===== src/rtl/dip_ecc_packer.sv =====
module dip_ecc_packer #(
  parameter int HDR_N    = 3,
  parameter int SUB_N    = 4,
  parameter int SUB_DATA = 7,
  parameter int AW       = 5
) (
  input  logic          clk,
  input  logic          rst_n,
  input  logic          wr_en,
  input  logic [AW-1:0] wr_addr,
  input  logic [7:0]    wr_data,
  input  logic          load_done,
  input  logic          vsync,
  output logic          out_valid,
  input  logic          out_ready,
  output logic [7:0]    out_data,
  output logic          out_last,
  output logic          csum_err
);
  localparam int IN_N  = HDR_N + SUB_N * SUB_DATA;
  localparam int OUT_N = HDR_N + 1 + SUB_N * (SUB_DATA + 1);
  localparam int CW    = $clog2(OUT_N);
  localparam int SW    = $clog2(IN_N);

  logic [7:0]    shad [IN_N];
  logic [7:0]    act  [IN_N];
  logic          shad_full, busy;
  logic [CW-1:0] idx;
  logic [7:0]    par, sum;
  logic          is_par, hs, release_pkt;
  logic [SW-1:0] src;
  logic [CW-1:0] jv, grp, off;

  function automatic logic [7:0] bch_step(input logic [7:0] r, input logic [7:0] d);
    logic [7:0] t;
    t = r;
    for (int b = 0; b < 8; b++) begin
      if (d[b] ^ t[0]) t = (t >> 1) ^ 8'h83;
      else             t = t >> 1;
    end
    return t;
  endfunction

  assign release_pkt = vsync && shad_full && !busy;
  assign hs          = busy && out_ready;
  assign out_valid   = busy;
  assign out_last    = busy && (idx == CW'(OUT_N - 1));

  always_comb begin
    is_par = 1'b0;
    src    = '0;
    jv     = '0;
    grp    = '0;
    off    = '0;
    if (idx < CW'(HDR_N + 1)) begin
      is_par = (idx == CW'(HDR_N));
      if (!is_par) src = SW'(idx);
    end else begin
      jv     = idx - CW'(HDR_N + 1);
      grp    = jv / CW'(SUB_DATA + 1);
      off    = jv % CW'(SUB_DATA + 1);
      is_par = (off == CW'(SUB_DATA));
      if (!is_par) src = SW'(HDR_N + int'(grp) * SUB_DATA + int'(off));
    end
  end

  assign out_data = is_par ? par : act[src];

  always_comb begin
    sum = '0;
    for (int i = 0; i < IN_N; i++) sum = sum + shad[i];
  end

  always_ff @(posedge clk) begin
    if (wr_en && (int'(wr_addr) < IN_N)) shad[wr_addr] <= wr_data;
    if (release_pkt) act <= shad;
  end

  always_ff @(posedge clk) begin
    if (!rst_n) begin
      shad_full <= 1'b0;
      busy      <= 1'b0;
      idx       <= '0;
      par       <= '0;
      csum_err  <= 1'b0;
    end else begin
      if (load_done)        shad_full <= 1'b1;
      else if (release_pkt) shad_full <= 1'b0;
      if (release_pkt) begin
        busy     <= 1'b1;
        idx      <= '0;
        par      <= '0;
        csum_err <= (sum != 8'h00);
      end else if (hs) begin
        par <= is_par ? 8'h00 : bch_step(par, out_data);
        if (out_last) begin
          busy <= 1'b0;
          idx  <= '0;
        end else begin
          idx <= idx + 1'b1;
        end
      end
    end
  end

  AST_HOLD_STALL: assert property (@(posedge clk) disable iff (!rst_n)
    out_valid && !out_ready |=> out_valid && $stable(out_data));
  AST_LAST_VALID: assert property (@(posedge clk) disable iff (!rst_n)
    out_last |-> out_valid);
  AST_START_ON_VSYNC: assert property (@(posedge clk) disable iff (!rst_n)
    $rose(out_valid) |-> $past(vsync));
  AST_ERR_STABLE: assert property (@(posedge clk) disable iff (!rst_n)
    out_valid && !$rose(out_valid) |-> $stable(csum_err));
  AST_GAP_AFTER_LAST: assert property (@(posedge clk) disable iff (!rst_n)
    out_last && out_ready |=> !out_valid);
endmodule


===== config.mk =====
export PLATFORM = sky130hd
export DESIGN_NAME = dip_ecc_packer
export DESIGN_NICKNAME = d
export VERILOG_FILES = /design/src/rtl/dip_ecc_packer.sv
export SDC_FILE = /design/constraint.sdc
export NUM_CORES = 1
export LEC_CHECK = 0
export BUFFER_PORTS_ARGS = -buffer_cell sky130_fd_sc_hd__buf_2
export CORE_MARGIN = 2
export CORE_UTILIZATION = 55
export DETAILED_ROUTE_END_ITERATION = 12
export PLACE_DENSITY = 0.74
export SYNTH_ARGS = -nofsm -noshare
export SYNTH_HDL_FRONTEND = slang
export SYNTH_SLANG_ARGS = --single-unit

===== constraint.sdc =====
create_clock -name clk -period 7.6 [get_ports clk]
set_clock_uncertainty 0.05 [all_clocks]
set_input_delay 1.14 -clock clk [delete_from_list [all_inputs] [get_ports clk]]
set_output_delay 1.14 -clock clk [all_outputs]
set_load 0.01 [all_outputs]

==> results of run 1 <==
cells in the mapped netlist (8+ instances only):
master	count
nand2_1	171
nand3_1	66
clkbuf_1	23
and3_1	11
edfxtp_1	496
buf_1	8
inv_1	163
o21ai_0	13
fa_1	180
buf_2	8
nor2_1	60
ha_1	35
a21oi_1	30
a32oi_1	9
xnor2_1	63
dfxtp_1	17
xor2_1	19
nor3_1	17
a31oi_1	16
mux2i_1	65
metal layers:
metal,track usage [%],part of all wire [%],wire length [microns]
met5,0,0,0
met4,8.148,3.1,1763
met3,5.223,7.9,4465
met2,42.37,50,28020
met1,33.69,39,22170
cells by family (layout without fill, tap and decap cells):
family          Yosys count  after routing  synth area share, %
compound gates          135            135                4.045
xor+xnor                 85             85                3.215
fa+ha+maj               215            215                16.54
buf+inv                 215            306                3.651
flops                   513            513                62.34
mux                      70             70                3.031
simple gates            377            377                7.178
per-stage QoR:
step	instance area [sq um]	cells	worst slack (ps)
6_report	26890	2293	410.1
5_1_grt	26890	2293	180.2
4_1_cts	26880	2293	286.3
3_5_place_dp	25340	2207	735.9
3_3_place_gp	25340	2207	880.7
2_1_floorplan	24440	1610	470.4
placed cells by master, fill, tap and decap left out, types with 4 or more instances in the layout:
cell       Yosys  routed
edfxtp_1     496     496
mux2i_1       65      65
clkbuf_1      23      15
xor2_1        19      19
ha_1          35      35
fa_1         180     180
a22oi_1        5       4
o31ai_1        4       4
buf_2          8      29
a221oi_1       5       5
nor2_1        60      60
a32oi_1        9       8
o21a_1         4       4
nor3_1        17      17
clkinv_1       0      10
a21o_1         7       7
o21ai_0       13      13
nand2_1      171     171
clkbuf_16      0      51
a211oi_1       7       7
nand4_1        7       7
or3_1          6       6
inv_1        163     162
buf_4          6      25
dfxtp_1       17      16
and3_1        11      11
a21oi_1       30      30
nand3b_1       6       6
nand3_1       66      66
a31oi_1       16      15
a311oi_1       5       5
xnor2_1       63      63
final cells by class:
type / instances / share of cell area [%]
tap: 592 / 2.754
clock inverter: 20 / 0.7770
multi-input combinational: 882 / 31.09
timing repair buffer: 57 / 1.461
clock buffer: 66 / 4.955
inverter: 163 / 2.303
sequential: 513 / 56.66
registers in the layout, indices dropped and copies added (netlist names):
signal / count
out_valid: 1
idx: 6
shad_full: 1
par: 8
csum_err: 1
shad: 248
act: 248
power by group:
group,leakage [nW],internal [mW],total (mW),switching [mW]
Clock,0.740,1.33,2.38,1.05
Sequential,4.66,3.16,3.19,0.0295
Combinational,4.62,0.789,1.78,0.995
final timing paths:
check,from,to,slack [ps],cells past startpoint
setup / recovery,idx[2],out_data[4],410,17
hold / removal,shad[240],act[240],420,0
setup reg to reg,idx[2],par[6],730,20
hold reg to reg,shad[240],act[240],420,0
==> summary.txt, run 1 <==
Floorplan
  – Chip height: 214.8 microns
  – Die width: 214.8 microns
  – IO Count: 30
  – Full die area: 46130 sq um
  – Initial Util: 55.50%
  – Core ar.: 44030 sq um
  – Cell row count: 77

STA
  – Max-slew violations: 0
  – Hold WS: 415.5 ps
  – RSZ-0062 raised after global routing: false
  – Period utilisation layout: 94.60%
  – Setup_tns: 0 ps
  – Final hold vios: 0
  – Max-Slew Margin vs Limit: 7.440%
  – Worst Max-Slew Pin Slew: 1383 ps
  – Fmax: 139.1 MHz
  – Finish-stage setup viols: 0
  – Tmin final: 7190 ps

Global route
  – Initial antenna violation count: 0
  – First-pass GRT wire length: 85690 microns
  – Total global routing overflow: 0
  – Pin count of the biggest net entering global routing: 202
  – GR Util All Layers: 25.37%
  – Vias in the first global route: 14029

Worst setup path
  – Worst EP arrival: 6000 ps
  – WP buf/inv: 4
  – Crit Path Max Fanout: 23
  – Critical Path Max Stage Delay: 630 ps
  – Worst EP required: 6410 ps
  – Worst Setup End Kind: output port
  – Crit path max-delay family: compound AO/OA/AOI/OAI gates
  – CP Launch Type: flop
  – Worst Path Class, Setup: flop to output port
  – Slowest CP cell: o31ai_1
  – Worst-path cell chain: inv_1, ha_1, xor2_1, inv_1, fa_1, xnor2_1, xnor2_1, ha_1, xor2_1, a32oi_4, buf_4, mux2i_1, a32oi_1, and4_1, nor3_1, o31ai_1, buf_2

Detailed routing
  – DRT Pass-1 Iters: 5
  – Final WL: 56430 microns
  – Via count: 13336
  – Routed length per instance: 24.61 microns
  – Final antenna-violating net count: 0
  – DRC: 0
  – Routed vias/inst: 5.816
  – Iteration-0 DRC Markers: 1534

Synthesis
  – Cell taking the most area after synthesis: edfxtp_1
  – Post-synth ARST share: 0%
  – Distinct cell type count after synthesis: 75
  – Synth Cell Area: 24440 sq um
  – Top-area cell type share of the netlist area: 60.95%
  – Top area cells in the synthesized netlist: edfxtp_1 (61%), fa_1 (15%), mux2i_1 (2.7%)
  – Synth Warn #: 0
  – Register bit total from synthesis: 513
  – Synth Area per Inst: 15.18 sq um
  – Main synth FF type: edfxtp_1
  – Sequential cell area fraction in the yosys report: 62.34%
  – Mapped Cells: 1610
  – EDFF count, synth: 496
  – Post-synthesis net count: 1844

CTS
  – CTS max path bufs: 3
  – # H-tree levels: 2
  – Clk_lat worst skew: 620 ps
  – Root buf cell: clkbuf_16
  – CTS clock-pin slew for the worst setup and hold paths: 60 ps
  – Num CTS Buffers: 51
  – Resize count post-CTS: 0
  – CTS tree: built
  – Postcts setup bufs: 0
  – Sinks on Clock Net: 513
  – Post-CTS Hold Fix Bufs: 0

Layout
  – Area occupied by multi-input gates: 8362 sq um
  – Area Growth Syn to Fin: 10.05%
  – N_diodes: 0
  – Storage cell area: 15240 sq um
  – Final Util: 61.08%
  – Fill cells: 3238
  – Final-stage net count: 1902
  – Layout cells sized above 1: 8.818%

Outcome
  – Status: finished, final reports clean

Hold path
  – Type of the most critical hold path: flop to flop

Power
  – VDD IR max: 0.0003346 V
  – Pwr Total: 7.356 mW
  – P_leak: 10.01 nW
  – Power Dens Cells: 273.5 nW/um^2

Placed design
  – Port Buffer Count: 29
  – Routability Congestion: 0.9027
  – Post-DP HPWL: 40600 microns

Run
  – Max Cap Viol: 0
(Power assumes the default switching activity.)
==> run 2: changes to the inputs <==
- RECOVER_POWER: not set -> 50
==> summary.txt, run 2 (same netlist as run 1, synthesis figures left out) <==
Outcome
  – Status: finished with violations (was finished, final reports clean)
  – Failing checks: max-capacitance violations, max-slew violations

Floorplan
  – Die width: 214.8 microns (unchanged)
  – Cell row count: 77 (unchanged)
  – Chip height: 214.8 microns (unchanged)
  – Core ar.: 44030 sq um (unchanged)
  – Initial Util: 55.50% (unchanged)
  – IO Count: 30 (unchanged)
  – Full die area: 46130 sq um (unchanged)

Worst setup path
  – Worst EP arrival: 5940 ps (was 6000 ps)
  – CP Launch Type: flop (unchanged)
  – Worst Path Class, Setup: flop to output port (unchanged)
  – Worst Setup End Kind: output port (unchanged)
  – Worst EP required: 6410 ps (about the same)
  – Crit Path Max Fanout: 23 (unchanged)

CTS
  – Sinks on Clock Net: 513 (unchanged)
  – Post-CTS Hold Fix Bufs: 0 (unchanged)
  – CTS clock-pin slew for the worst setup and hold paths: 60 ps (about the same)
  – Num CTS Buffers: 51 (unchanged)
  – Clk_lat worst skew: 620 ps (about the same)
  – # H-tree levels: 2 (unchanged)
  – Resize count post-CTS: 0 (unchanged)
  – Postcts setup bufs: 0 (unchanged)
  – CTS max path bufs: 3 (unchanged)
  – Root buf cell: clkbuf_16 (unchanged)
  – CTS tree: built (unchanged)

STA
  – Period utilisation layout: 93.78% (was 94.60%)
  – Max-slew violations: 49 (was 0)
  – Fmax: 140.3 MHz (was 139.1 MHz)
  – Setup_tns: 0 ps (unchanged)
  – Worst Max-Slew Pin Slew: 2256 ps (was 1383 ps)
  – Max-Slew Margin vs Limit: -51.25% (was 7.440%)
  – Final hold vios: 0 (unchanged)
  – Tmin final: 7127 ps (was 7190 ps)
  – Finish-stage setup viols: 0 (unchanged)
  – RSZ-0062 raised after global routing: false (unchanged)
  – Final WS setup: 472.6 ps (was 410.1 ps)

Layout
  – Area Growth Syn to Fin: 9.979% (was 10.05%)
  – Final-stage net count: 1902 (unchanged)
  – Largest registers: act x248, shad x248, par x8 (unchanged)
  – Commonest non-fill, non-tap cell in the layout: edfxtp_1 (unchanged)
  – Area occupied by multi-input gates: 8362 sq um (unchanged)
  – Post-route design area: 26880 sq um (was 26890 sq um)
  – Most frequent cells in the layout: edfxtp_1 (496), fa_1 (180), nand2_1 (171), inv_1 (162), nand3_1 (66) (unchanged)
  – Layout cells sized above 1: 8.289% (was 8.818%)
  – Storage cell area: 15240 sq um (unchanged)
  – Final Util: 61.04% (was 61.08%)
  – N_diodes: 0 (unchanged)
  – Fill cells: 3246 (was 3238)

Global route
  – Total global routing overflow: 0 (unchanged)
  – GR Util All Layers: 25.37% (unchanged)
  – Vias in the first global route: 14029 (unchanged)
  – First-pass GRT wire length: 85690 microns (unchanged)
  – Pin count of the biggest net entering global routing: 202 (unchanged)
  – Initial antenna violation count: 0 (unchanged)

Detailed routing
  – Via count: 13298 (was 13336)
  – DRC: 0 (unchanged)
  – Final WL: 56370 microns (was 56430 microns)
  – Iteration-0 DRC Markers: 1519 (was 1534)
  – Routed length per instance: 24.58 microns (was 24.61 microns)
  – DRT Pass-1 Iters: 6 (was 5)
  – Routed vias/inst: 5.799 (was 5.816)
  – Final antenna-violating net count: 0 (unchanged)

Power
  – Logic pwr share: 24.2% (about the same)
  – VDD IR max: 0.0003343 V (was 0.0003346 V)
  – Clk pwr share: 32.5% (was 32.4%)
  – Internal power: 5.284 mW (was 5.283 mW)
  – P_leak: 9.981 nW (was 10.01 nW)
  – Flop pwr share: 43.3% (about the same)
  – Switch Pwr: 2.078 mW (was 2.073 mW)
  – Switching Share: 28.22% (was 28.18%)
  – Power Dens Cells: 273.9 nW/um^2 (was 273.5 nW/um^2)

Run
  – Max Cap Viol: 1 (was 0)

Placed design
  – Dpl ws: 735.9 ps (unchanged)
  – Routability Congestion: 0.9027 (unchanged)
  – Area after DPL: 25340 sq um (unchanged)
  – Post-DP HPWL: 40600 microns (unchanged)
  – Port Buffer Count: 29 (unchanged)

Hold path
  – Type of the most critical hold path: flop to flop (unchanged)
[run 2: layout make-up]
class                      count  area share, %
multi-input combinational    882          31.11
sequential                   513          56.69
clock buffer                  66          4.958
tap                          592          2.756
inverter                     163          2.281
timing repair buffer          57          1.425
clock inverter                20         0.7775
[run 2: layer usage]
metal	vias to the layer above	GRT usage, %	part of all wire, %
met5	-	0	0
met4	0	8.148	3.0
li1	5803	-	-
met1	6851	33.69	39
met3	114	5.223	7.8
met2	530	42.37	50
[run 2: final timing paths]
| kind | from | to | slack, ps | depth (start not counted) |
|---|---|---|---|---|
| setup reg to reg | idx[2] | par[6] | 740 | 20 |
| setup / recovery | idx[2] | out_data[4] | 470 | 17 |
| hold / removal | shad[240] | act[240] | 410 | 0 |
| hold reg to reg | shad[240] | act[240] | 410 | 0 |
[run 2: worst max-delay path: stages (launching register included)]
cell	delay, ps
dfxtp_2	440
inv_1	150
ha_1	290
xor2_1	280
inv_1	160
fa_1	530
xnor2_1	170
xnor2_1	140
ha_1	390
xor2_1	220
a32oi_4	620
buf_4	450
mux2i_1	130
a32oi_1	180
and4_1	260
nor3_1	60
o31ai_1	600
buf_2	250
[run 2: metrics by stage]
stage	hold WS, ps	cells	power [mW]
after detailed placement	400.1	2207	5.026
after floorplan	383.4	1610	4.533
after global placement	395.8	2207	4.963
after global routing	426.0	2293	7.756
final	414.9	2293	7.362
after CTS	409.7	2293	7.414
[run 2: power by group through the flow]
stage / combinational, mW / sequential [mW] / clock (mW)
2_1_floorplan: 1.28 / 3.25 / 0
6_report: 1.78 / 3.19 / 2.39
3_3_place_gp: 1.72 / 3.24 / 0
3_5_place_dp: 1.78 / 3.25 / 0
4_1_cts: 1.81 / 3.19 / 2.42
5_1_grt: 2.03 / 3.20 / 2.53
